`config.mk`:
```
export PLATFORM = sky130hd
export DESIGN_NAME = hdx_spi_engine
export DESIGN_NICKNAME = d
export VERILOG_FILES = /design/src/rtl/hdx_spi_pkg.sv /design/src/rtl/hdx_spi_regs.sv /design/src/rtl/hdx_spi_shift.sv /design/src/rtl/hdx_spi_seq.sv /design/src/rtl/hdx_spi_engine.sv
export SDC_FILE = /design/constraint.sdc
export NUM_CORES = 2
export LEC_CHECK = 0
export BUFFER_PORTS_ARGS = -buffer_cell sky130_fd_sc_hd__buf_2
export CORE_MARGIN = 2
export CORE_UTILIZATION = 30
export CTS_BUF_LIST = sky130_fd_sc_hd__clkbuf_8
export DETAILED_ROUTE_END_ITERATION = 7
export PLACE_DENSITY = 0.5
export SLEW_MARGIN = 0
export SYNTH_ARGS = -nofsm -noshare
export SYNTH_HDL_FRONTEND = slang
export SYNTH_SLANG_ARGS = --single-unit
```
`constraint.sdc`:
```
create_clock -name clk -period 7.7 [get_ports clk]
set_input_delay 0.77 -clock clk [delete_from_list [all_inputs] [get_ports clk]]
set_output_delay 0.77 -clock clk [all_outputs]
set_load 0.1 [all_outputs]
```
`src/rtl/hdx_spi_pkg.sv`:
```
package hdx_spi_pkg;
    localparam logic [6:0] ADR_STREAM = 7'h47;
    localparam logic [6:0] ADR_OPCODE = 7'h48;
    localparam logic [6:0] ADR_SELECT = 7'h49;
    localparam logic [6:0] ADR_TXCNT  = 7'h4A;
    localparam logic [6:0] ADR_RXCNT  = 7'h4B;
    localparam logic [6:0] ADR_CTRL   = 7'h4C;

    localparam int CTRL_EXEC  = 0;
    localparam int CTRL_PCLR  = 2;
    localparam int STAT_BUSY  = 0;
    localparam int STAT_ERR   = 1;

    typedef enum logic [1:0] {
        SEQ_IDLE  = 2'd0,
        SEQ_LOAD  = 2'd1,
        SEQ_SHIFT = 2'd2
    } seq_state_e;
endpackage

```
`src/rtl/hdx_spi_regs.sv`:
```
module hdx_spi_regs
    import hdx_spi_pkg::*;
#(
    parameter int BUF_BYTES = 70,
    parameter int CS_LINES  = 4,
    localparam int CW    = $clog2(BUF_BYTES + 1),
    localparam int SEL_W = $clog2(CS_LINES)
) (
    input  logic             clk,
    input  logic             rst_n,
    input  logic             host_we,
    input  logic [6:0]       host_addr,
    input  logic [7:0]       host_wdata,
    output logic [7:0]       host_rdata,
    input  logic             busy_i,
    input  logic [CW-1:0]    eng_addr,
    output logic [7:0]       eng_rdata,
    input  logic             eng_we,
    input  logic [7:0]       eng_wdata,
    output logic [7:0]       opcode_o,
    output logic [SEL_W-1:0] sel_o,
    output logic [CW-1:0]    txc_o,
    output logic [CW-1:0]    rxc_o,
    output logic             go_o,
    output logic             err_o
);
    localparam logic [6:0]  BUF_END   = 7'(BUF_BYTES);
    localparam logic [CW-1:0] PTR_END = CW'(BUF_BYTES);
    localparam logic [CW:0] SUM_LIMIT = (CW + 1)'(BUF_BYTES);

    typedef struct packed {
        logic [BUF_BYTES-1:0][7:0] mem;
        logic [7:0]       opcode;
        logic [SEL_W-1:0] sel;
        logic [CW-1:0]    txc;
        logic [CW-1:0]    rxc;
        logic [CW-1:0]    ptr;
        logic             err;
        logic             go;
    } regs_t;

    regs_t d, q;
    logic [CW:0] count_sum;

    assign count_sum = {1'b0, q.txc} + {1'b0, q.rxc};

    always_comb begin
        d    = q;
        d.go = 1'b0;
        if (eng_we && (eng_addr < PTR_END)) begin
            d.mem[eng_addr] = eng_wdata;
        end
        if (host_we && !busy_i) begin
            if (host_addr < BUF_END) begin
                d.mem[host_addr] = host_wdata;
            end else begin
                case (host_addr)
                    ADR_STREAM: begin
                        if (q.ptr < PTR_END) begin
                            d.mem[q.ptr] = host_wdata;
                            d.ptr        = q.ptr + CW'(1);
                        end
                    end
                    ADR_OPCODE: d.opcode = host_wdata;
                    ADR_SELECT: d.sel    = host_wdata[SEL_W-1:0];
                    ADR_TXCNT:  d.txc    = host_wdata[CW-1:0];
                    ADR_RXCNT:  d.rxc    = host_wdata[CW-1:0];
                    ADR_CTRL: begin
                        if (host_wdata[CTRL_PCLR]) begin
                            d.ptr = '0;
                        end
                        if (host_wdata[CTRL_EXEC]) begin
                            if (count_sum > SUM_LIMIT) begin
                                d.err = 1'b1;
                            end else begin
                                d.err = 1'b0;
                                d.go  = 1'b1;
                            end
                        end
                    end
                    default: ;
                endcase
            end
        end
    end

    always_ff @(posedge clk) begin
        if (!rst_n) begin
            q <= '0;
        end else begin
            q <= d;
        end
    end

    always_comb begin
        host_rdata = 8'h00;
        if (host_addr < BUF_END) begin
            host_rdata = q.mem[host_addr];
        end else begin
            case (host_addr)
                ADR_OPCODE: host_rdata = q.opcode;
                ADR_SELECT: host_rdata = 8'(q.sel);
                ADR_TXCNT:  host_rdata = 8'(q.txc);
                ADR_RXCNT:  host_rdata = 8'(q.rxc);
                ADR_CTRL: begin
                    host_rdata[STAT_BUSY] = busy_i;
                    host_rdata[STAT_ERR]  = q.err;
                end
                default: host_rdata = 8'h00;
            endcase
        end
    end

    assign eng_rdata = q.mem[eng_addr];
    assign opcode_o  = q.opcode;
    assign sel_o     = q.sel;
    assign txc_o     = q.txc;
    assign rxc_o     = q.rxc;
    assign go_o      = q.go;
    assign err_o     = q.err;


    go_without_err_chk: assert property (@(posedge clk) disable iff (!rst_n)
        q.go |-> !q.err);


    frozen_while_busy_chk: assert property (@(posedge clk) disable iff (!rst_n)
        busy_i |=> ($stable(q.opcode) && $stable(q.sel) && $stable(q.txc)
                    && $stable(q.rxc) && $stable(q.ptr)));
endmodule

```
`src/rtl/hdx_spi_shift.sv`:
```
module hdx_spi_shift #(
    parameter int HALF_DIV = 2,
    localparam int DW = (HALF_DIV > 1) ? $clog2(HALF_DIV) : 1
) (
    input  logic       clk,
    input  logic       rst_n,
    input  logic       start,
    input  logic [7:0] tx_byte,
    input  logic       miso,
    output logic       sclk,
    output logic       mosi,
    output logic       done,
    output logic [7:0] rx_byte
);
    localparam logic [DW-1:0] CNT_LAST = DW'(HALF_DIV - 1);

    typedef struct packed {
        logic          active;
        logic          sclk;
        logic [7:0]    sr;
        logic [7:0]    rx;
        logic [2:0]    bitn;
        logic [DW-1:0] cnt;
    } shift_t;

    shift_t d, q;

    always_comb begin
        d    = q;
        done = 1'b0;
        if (start && !q.active) begin
            d.active = 1'b1;
            d.sclk   = 1'b0;
            d.sr     = tx_byte;
            d.bitn   = '0;
            d.cnt    = '0;
        end else if (q.active) begin
            if (q.cnt == CNT_LAST) begin
                d.cnt = '0;
                if (!q.sclk) begin
                    d.sclk = 1'b1;
                    d.rx   = {q.rx[6:0], miso};
                end else begin
                    d.sclk = 1'b0;
                    if (q.bitn == 3'd7) begin
                        d.active = 1'b0;
                        done     = 1'b1;
                    end else begin
                        d.bitn = q.bitn + 3'd1;
                        d.sr   = {q.sr[6:0], 1'b0};
                    end
                end
            end else begin
                d.cnt = q.cnt + DW'(1);
            end
        end
    end

    always_ff @(posedge clk) begin
        if (!rst_n) begin
            q <= '0;
        end else begin
            q <= d;
        end
    end

    assign sclk    = q.sclk;
    assign mosi    = q.active & q.sr[7];
    assign rx_byte = q.rx;


    mosi_steady_high_chk: assert property (@(posedge clk) disable iff (!rst_n)
        (q.sclk && $past(q.sclk)) |-> $stable(mosi));
endmodule

```
`src/rtl/hdx_spi_seq.sv`:
```
module hdx_spi_seq
    import hdx_spi_pkg::*;
#(
    parameter int BUF_BYTES = 70,
    parameter int CS_LINES  = 4,
    localparam int CW    = $clog2(BUF_BYTES + 1),
    localparam int SEL_W = $clog2(CS_LINES)
) (
    input  logic                clk,
    input  logic                rst_n,
    input  logic                go,
    input  logic [7:0]          opcode,
    input  logic [SEL_W-1:0]    sel,
    input  logic [CW-1:0]       txc,
    input  logic [CW-1:0]       rxc,
    input  logic [7:0]          buf_rdata,
    input  logic                sh_done,
    input  logic [7:0]          sh_rx,
    output logic [CW-1:0]       buf_addr,
    output logic                buf_we,
    output logic [7:0]          buf_wdata,
    output logic                sh_start,
    output logic [7:0]          sh_tx,
    output logic [CS_LINES-1:0] cs_n,
    output logic                busy,
    output logic                rx_phase
);
    typedef struct packed {
        seq_state_e          state;
        logic [CW-1:0]       idx;
        logic [CW-1:0]       last;
        logic [CW-1:0]       txc;
        logic [CS_LINES-1:0] cs_n;
    } seq_t;

    seq_t d, q;

    always_comb begin
        d        = q;
        sh_start = 1'b0;
        buf_we   = 1'b0;
        case (q.state)
            SEQ_IDLE: begin
                if (go) begin
                    d.state = SEQ_LOAD;
                    d.idx   = '0;
                    d.last  = txc + rxc;
                    d.txc   = txc;
                    for (int i = 0; i < CS_LINES; i++) begin
                        d.cs_n[i] = (sel != SEL_W'(i));
                    end
                end
            end
            SEQ_LOAD: begin
                sh_start = 1'b1;
                d.state  = SEQ_SHIFT;
            end
            SEQ_SHIFT: begin
                if (sh_done) begin
                    buf_we = (q.idx > q.txc);
                    if (q.idx == q.last) begin
                        d.state = SEQ_IDLE;
                        d.cs_n  = '1;
                    end else begin
                        d.idx   = q.idx + CW'(1);
                        d.state = SEQ_LOAD;
                    end
                end
            end
            default: d.state = SEQ_IDLE;
        endcase
    end

    always_ff @(posedge clk) begin
        if (!rst_n) begin
            q       <= '0;
            q.state <= SEQ_IDLE;
            q.cs_n  <= '1;
        end else begin
            q <= d;
        end
    end

    assign buf_addr  = (q.idx == '0) ? '0 : (q.idx - CW'(1));
    assign buf_wdata = sh_rx;
    assign sh_tx     = (q.idx == '0) ? opcode :
                       (q.idx <= q.txc) ? buf_rdata : 8'h00;
    assign cs_n      = q.cs_n;
    assign busy      = (q.state != SEQ_IDLE);
    assign rx_phase  = (q.state != SEQ_IDLE) && (q.idx > q.txc);


    single_select_chk: assert property (@(posedge clk) disable iff (!rst_n)
        $onehot0(~cs_n));


    rx_store_region_chk: assert property (@(posedge clk) disable iff (!rst_n)
        buf_we |-> (buf_addr >= q.txc));
endmodule

```
`src/rtl/hdx_spi_engine.sv`:
```
module hdx_spi_engine #(
    parameter int BUF_BYTES = 70,
    parameter int HALF_DIV  = 2,
    parameter int CS_LINES  = 4,
    localparam int CW    = $clog2(BUF_BYTES + 1),
    localparam int SEL_W = $clog2(CS_LINES)
) (
    input  logic                clk,
    input  logic                rst_n,
    input  logic                host_we,
    input  logic [6:0]          host_addr,
    input  logic [7:0]          host_wdata,
    output logic [7:0]          host_rdata,
    output logic                busy,
    output logic                spi_sclk,
    output logic                spi_mosi,
    input  logic                spi_miso,
    output logic [CS_LINES-1:0] spi_cs_n
);
    logic [CW-1:0]    eng_addr;
    logic [7:0]       eng_rdata;
    logic             eng_we;
    logic [7:0]       eng_wdata;
    logic [7:0]       opcode;
    logic [SEL_W-1:0] sel;
    logic [CW-1:0]    txc;
    logic [CW-1:0]    rxc;
    logic             go;
    logic             err;
    logic             seq_busy;
    logic             rx_phase;
    logic             sh_start;
    logic [7:0]       sh_tx;
    logic             sh_done;
    logic [7:0]       sh_rx;

    assign busy = go | seq_busy;

    hdx_spi_regs #(.BUF_BYTES(BUF_BYTES), .CS_LINES(CS_LINES)) u_regs (
        .clk        (clk),
        .rst_n      (rst_n),
        .host_we    (host_we),
        .host_addr  (host_addr),
        .host_wdata (host_wdata),
        .host_rdata (host_rdata),
        .busy_i     (busy),
        .eng_addr   (eng_addr),
        .eng_rdata  (eng_rdata),
        .eng_we     (eng_we),
        .eng_wdata  (eng_wdata),
        .opcode_o   (opcode),
        .sel_o      (sel),
        .txc_o      (txc),
        .rxc_o      (rxc),
        .go_o       (go),
        .err_o      (err)
    );

    hdx_spi_seq #(.BUF_BYTES(BUF_BYTES), .CS_LINES(CS_LINES)) u_seq (
        .clk       (clk),
        .rst_n     (rst_n),
        .go        (go),
        .opcode    (opcode),
        .sel       (sel),
        .txc       (txc),
        .rxc       (rxc),
        .buf_rdata (eng_rdata),
        .sh_done   (sh_done),
        .sh_rx     (sh_rx),
        .buf_addr  (eng_addr),
        .buf_we    (eng_we),
        .buf_wdata (eng_wdata),
        .sh_start  (sh_start),
        .sh_tx     (sh_tx),
        .cs_n      (spi_cs_n),
        .busy      (seq_busy),
        .rx_phase  (rx_phase)
    );

    hdx_spi_shift #(.HALF_DIV(HALF_DIV)) u_shift (
        .clk     (clk),
        .rst_n   (rst_n),
        .start   (sh_start),
        .tx_byte (sh_tx),
        .miso    (spi_miso),
        .sclk    (spi_sclk),
        .mosi    (spi_mosi),
        .done    (sh_done),
        .rx_byte (sh_rx)
    );


    sclk_inside_frame_chk: assert property (@(posedge clk) disable iff (!rst_n)
        spi_sclk |-> !(&spi_cs_n));


    rx_mosi_low_chk: assert property (@(posedge clk) disable iff (!rst_n)
        rx_phase |-> !spi_mosi);


    err_blocks_start_chk: assert property (@(posedge clk) disable iff (!rst_n)
        (err && !seq_busy) |=> !seq_busy);
endmodule

```
* Word level (Yosys, flattened, before mapping) *
Index checks and enable logic that the tools add are counted.

operators by class
  bitwise logic cells = 10
  eq/ne operators = 20
  $add $sub $neg = 7
  reductions and logical operators = 33
  order comparisons = 12
  multiplexer cells = 65

operators by type and width
  cell                                                               number
  2-to-1 mux 560 bit                                                 4
  bitwise mux 560 bit                                                3
  2-to-1 mux 593 bit                                                 1
  demux 8 bit (select 7 bit)                                         3
  binary-select mux 8 bit (select 7 bit)                             2
  2-to-1 mux 8 bit                                                   12
  == test 7 bit, second input constant                               6
  2-to-1 mux 7 bit                                                   6
  2-to-1 mux 33 bit                                                  1
  one-hot mux 7 bit (2 select lines)                                 2
  2-to-1 mux 27 bit                                                  1
  < comparator 7 x 8 -> 1 bit, second input constant                 3
  AND reduction 4 bit                                                6
  2-to-1 mux 22 bit                                                  1
  greater-or-equal comparator 7 x 1 -> 1 bit, second input constant  3
  < comparator 7 bit, second input constant                          3
  2-to-1 mux 21 bit                                                  1
  one-hot mux 6 bit (3 select lines)                                 1
  2-to-1 mux 1 bit                                                   15
  adder 7 x 1 -> 7 bit, second input constant                        2
  nonzero test 2 bit                                                 7
  inequality test 2 bit, second input constant                       6
  AND reduction 3 bit                                                4
  2-to-1 mux 10 bit                                                  1
  other kinds (31)                                                   53

storage, ports and cells
  word-level logic and storage cells = 235
  bits in registers = 642
  input bits = 19
  output and inout bits = 15

* Longest topological paths before layout *
  depth in word-level cells = 15
  gate-level depth with buffers = 17
  depth with buffers taken out = 10

* Hierarchy *
From an unflattened synthesis, not the netlist that was laid out.

second synthesis, totals
  cells, all modules = 4,544
  area, all modules = 41,542.3 µm²

by module, submodules not included
  module          area each (µm²)  cells each  instances  seq. area each (µm²)
  hdx_spi_regs    38,378.1         4,170       1          11,871.4
  hdx_spi_seq     2,038.2          264         1          540.5
  hdx_spi_shift   1,119.8          109         1          440.4
  hdx_spi_engine  6.3              1           1          0.0

* Worst setup path before layout *
No wires, ideal clock.

  path type = input port to output port
  from = in host_addr[1]
  to = out host_rdata[7]
  arrival time = 4.655 ns
  data required time = 6.930 ns
  path slack = 2.275 ns
  stages = 8
  buffers on the path = 4
  path through = buf_2 > clkbuf_1 > clkbuf_1 > buf_1 > mux4_2 > mux4_2 > mux2i_1 > o21ai_0

on the way
  word-level cells in the longest chain between the ends = 3
  elaborated cells between the ends (all ways) = 8
  those cells by class = order compare: 1; eq/ne: 3; mux: 4

ends and longest elaborated chain
  element                                                                                       RTL line                                 RTL
  start: declaration                                                                            hdx_spi_engine.sv:11                     input logic [6:0] host_addr,
  binary-select mux 8 bit (select 7 bit) or == test 7 bit (tied branches)                       hdx_spi_regs.sv:98, hdx_spi_regs.sv:100
  2-to-1 mux 8 bit (not written as such) or one-hot mux 6 bit (3 select lines) (tied branches)  hdx_spi_regs.sv:98, hdx_spi_regs.sv:100
  2-to-1 mux 8 bit *                                                                            hdx_spi_regs.sv:97                       if (host_addr < BUF_END) begin
  end: declaration                                                                              hdx_spi_engine.sv:13                     output logic [7:0] host_rdata,

Mark *: on every way between the ends. The rest lies on a longest branch, timed or not. The select of a mux whose other input is x is not followed.

* Worst setup path in the final report *
  from = reg u_seq.q[18] (netlist name)
  to = reg u_regs.q[399] (netlist name)

on the way
  word-level cells in the longest chain between the ends = 13
  elaborated cells between the ends (all ways) = 21
  those cells by class = add/sub: 1; order compare: 4; mux: 13; reduce/logical: 3

ends and longest elaborated chain
  element                                                                                                          RTL line            RTL
  start: declaration                                                                                               hdx_spi_seq.sv:36   seq_t d, q;
  subtractor 7 x 1 -> 7 bit or logical NOT 7 bit (tied branches)                                                   hdx_spi_seq.sv:84   assign buf_addr = (q.idx == '0) ? '0 : (q.idx - CW'(1));
  2-to-1 mux 7 bit                                                                                                 hdx_spi_seq.sv:84
  < comparator 7 x 8 -> 1 bit (not written as such) or greater-or-equal comparator 7 x 1 -> 1 bit (tied branches)  hdx_spi_regs.sv:51  d.mem[eng_addr] = eng_wdata;
  logical AND 1 bit (not written as such)                                                                          hdx_spi_regs.sv:51
  2-to-1 mux 8 bit (not written as such)                                                                           hdx_spi_regs.sv:51
  demux 8 bit (select 7 bit)                                                                                       --
  bitwise mux 560 bit                                                                                              hdx_spi_regs.sv:51
  2-to-1 mux 560 bit *                                                                                             hdx_spi_regs.sv:50  if (eng_we && (eng_addr < PTR_END)) begin
  bitwise mux 560 bit                                                                                              hdx_spi_regs.sv:60  d.mem[q.ptr] = host_wdata;
  2-to-1 mux 560 bit                                                                                               hdx_spi_regs.sv:59  if (q.ptr < PTR_END) begin
  2-to-1 mux 560 bit                                                                                               hdx_spi_regs.sv:57  case (host_addr)
  2-to-1 mux 560 bit                                                                                               hdx_spi_regs.sv:54  if (host_addr < BUF_END) begin
  2-to-1 mux 593 bit *                                                                                             hdx_spi_regs.sv:53  if (host_we && !busy_i) begin
  end signal: assignment                                                                                           hdx_spi_regs.sv:89  q <= '0;
  end signal: assignment                                                                                           hdx_spi_regs.sv:91  q <= d;
  end: declaration                                                                                                 hdx_spi_regs.sv:42  regs_t d, q;

Mark *: on every way between the ends. The rest lies on a longest branch, timed or not.
A chain may end at the register's enable or synchronous reset.

==> results.json <==
{
  "status": "finished, violations left",
  "failed_checks": "capacitance limit, slew limit",
  "cts-buffers-inserted": 119,
  "wl_per_cell_microns": 31.37,
  "netlist.area_leader.share_pct": 32.51,
  "cts_hold_buf": 0,
  "drt_iter0_markers": 5997,
  "powerDensity_nw_per_um2": 165.5,
  "io_buffers": 33,
  "start_util_pct": 30.15,
  "drt-total-wl_mm": 200.2,
  "cpPeakStageDelay_ns": 0.98,
  "path_delay_family": "simple AND/OR/NAND/NOR gates",
  "ir_worst_vdd_v": 0.0001307,
  "hold_path.class": "input pin to flip-flop",
  "clk_path_buf_depth": 3,
  "core_area_sq_um": 131100,
  "synth_edf_count": 0,
  "fmax_mhz": 183.6,
  "p_leak_nw": 14.01,
  "max_slew_margin_pct": -4.650,
  "clock_latency_ns": 0.85,
  "synthesis.instances": 4739,
  "synth_ff_type": "dfxtp_1",
  "cpMaxStageDelayCell": "nor3_1",
  "tightest_slew_ns": 1.564,
  "finalClockSkew_ns": 0.05021,
  "cts.sinks": 642,
  "ys_seq_area_share_pct": 32.51,
  "dr.pass1.iters": 7,
  "async_flop_share_pct": 0,
  "min_period_ns": 5.446,
  "start_kind": "flip-flop",
  "nNetsFinal": 4565,
  "place_congestion": 1.028,
  "slew_viol_final": 12,
  "grt_pass1_wl_mm": 285.0,
  "clkTransAtPathRegs_ns": 0.06,
  "gr-usage-all-layers_pct": 28.53,
  "hold_viol_final": 0,
  "required_ns": 8.46,
  "synth_cell_type_count": 92,
  "rsz0062_at_grt": "no",
  "criticalPathCategory": "flip-flop to flip-flop",
  "cts_resized": 0,
  "finalSetupTns_ns": 0,
  "power_mw": 7.205,
  "grt_max_degree": 212,
  "setup_viol": 0,
  "worstPathMaxFanout": 26,
  "cp_cell_sequence": "inv_2 > ha_4 > xor2_4 > buf_4 > o21ai_4 > buf_4 > nor2_1 > nand3_2 > nor3_1 > nand2_1 > a31oi_1",
  "syn_avg_cell_area_sq_um": 8.342,
  "critPathCaptureType": "flip-flop",
  "post-synth-top-count-cell": "nand2_1",
  "place.detailed.hpwl_mm": 130.9,
  "worst_ep_arrival_time_ns": 6.20,
  "num_vias": 41130,
  "crit_top_cell": "buf_4",
  "grt_pass1_vias": 37800,
  "yosysTopAreaCell": "dfxtp_1",
  "root_buffer": "clkbuf_8",
  "syn_area_sq_um": 39530,
  "die_h_microns": 367.0,
  "h-tree-depth": 3,
  "rows": 133,
  "cts_tree": "done",
  "synth.ff_latch_count": 642,
  "grt-ovfl-total": 0,
  "whs_ns": 0.2023,
  "finalCritPeriodShare_pct": 70.72,
  "cp.buffers_inverters": 3,
  "fp.dieArea_sq_um": 134700,
  "io_pins": 34,
  "ant_nets": 0,
  "post_cts_buffers": 0,
  "antenna_found_initial": 7,
  "drc": 0,
  "syn_nets": 4778,
  "drive_above_1_share_pct": 14.36,
  "area_growth_pct": 10.13,
  "post-place-ws_ns": 2.522,
  "synth_area_leaders": "dfxtp_1 (33%), mux4_2 (9.9%), mux2i_1 (8.2%)",
  "worst_slack_ns": 2.254,
  "synthTopCellsByCount": "nand2_1 (697), dfxtp_1 (642), o21ai_0 (510), clkbuf_1 (363), mux2i_1 (325)",
  "yosysWarnings": 0,
  "viasPerCell": 6.445,
  "maxCapViolCount": 2,
  "fp.dieW_microns": 367.0
}
layout by cell type (no fill, tap or decap), drive strengths merged, types with 9 or more instances in the layout:
cell type / netlist / routed
o221ai: 39 / 39
o21a: 18 / 18
ha: 19 / 19
a22o: 10 / 10
nor4: 24 / 24
a22oi: 97 / 97
nor2b: 18 / 18
o2111ai: 9 / 9
xor2: 16 / 16
o21ai: 521 / 521
nand3: 136 / 136
nand4: 61 / 61
a2bb2oi: 42 / 42
mux2i: 325 / 325
nor3b: 11 / 11
a21oi: 309 / 309
clkinv: 0 / 15
a221oi: 10 / 10
o31ai: 10 / 10
or3: 13 / 13
o32ai: 11 / 11
clkbuf: 363 / 148
a31oi: 221 / 221
inv: 29 / 77
o22a: 17 / 17
xnor2: 9 / 9
nand2: 699 / 699
nor3: 59 / 59
nor2: 230 / 230
buf: 111 / 140
mux2: 85 / 85
o211ai: 26 / 26
o22ai: 241 / 241
dfxtp: 642 / 642
nand2b: 31 / 31
mux4: 174 / 174
path summary, 6_finish.rpt:
check,from,endpoint,slack (ns),cells after the start
setup / recovery,u_seq.q[18],u_regs.q[399],2.25,11
setup reg to reg,u_seq.q[18],u_regs.q[399],2.25,11
hold / removal,spi_miso,u_shift.rx_byte[0],0.20,3
hold reg to reg,u_seq.q[5],u_seq.q[5],0.46,2
flip-flops by register name (all words and copies together) (netlist names):
signal	count
u_seq.q	23
u_regs.sel_o	2
u_regs.txc_o	7
u_regs.q	567
u_regs.err_o	1
u_regs.rxc_o	7
u_shift.q	13
u_shift.sclk	1
u_seq.cs_n	4
u_regs.opcode_o	8
u_regs.go_o	1
u_shift.rx_byte	8
layout make-up:
type	count	area, sq um
Timing Repair Buffer	140	1087
Multi-Input combinational cell	3594	24840
Tap cell	1755	2196
Sequential cell	642	12890
Clock inverter	70	375.4
Fill cell	13800	87590
Antenna cell	3	7.507
Inverter	29	111.4
Clock buffer	148	2037
metal layers:
metal,track usage (%),wire length (microns)
met1,37.53,79490
met2,41.96,84550
met3,7.721,23670
met4,16.09,12430
met5,0,23
kinds of logic (layout without fill, tap and decap cells):
logic type,count (synthesis),in the layout,synth area share (%)
mux,584,584,20.56
other cells,0,3,0
buf+inv,503,387,4.998
fa+ha+maj,20,20,0.6520
simple gates,1322,1322,15.44
xor+xnor,25,25,0.5729
compound gates,1643,1643,25.27
flops,642,642,32.51
report_power, final:
| part | switching, mW | total (mW) | internal (mW) |
|---|---|---|---|
| Clock | 1.64 | 3.45 | 1.82 |
| Sequential | 0.0105 | 3.34 | 3.33 |
| Combinational | 0.310 | 0.413 | 0.104 |
worst min-delay path: stages:
cell and delay, ns:
buf_2 0.07, mux2i_1 0.05, nor2_1 0.07
stage by stage:
step           area [sq um]  utilization (%)  instances
3_5_place_dp          41120            31.36       6160
2_1_floorplan         39530                -       4739
5_1_grt               43530            33.20       6379
6_report              43540            33.20       6381
4_1_cts               43530            33.20       6378
3_3_place_gp          41120            31.36       6160
(Power assumes the default switching activity.)
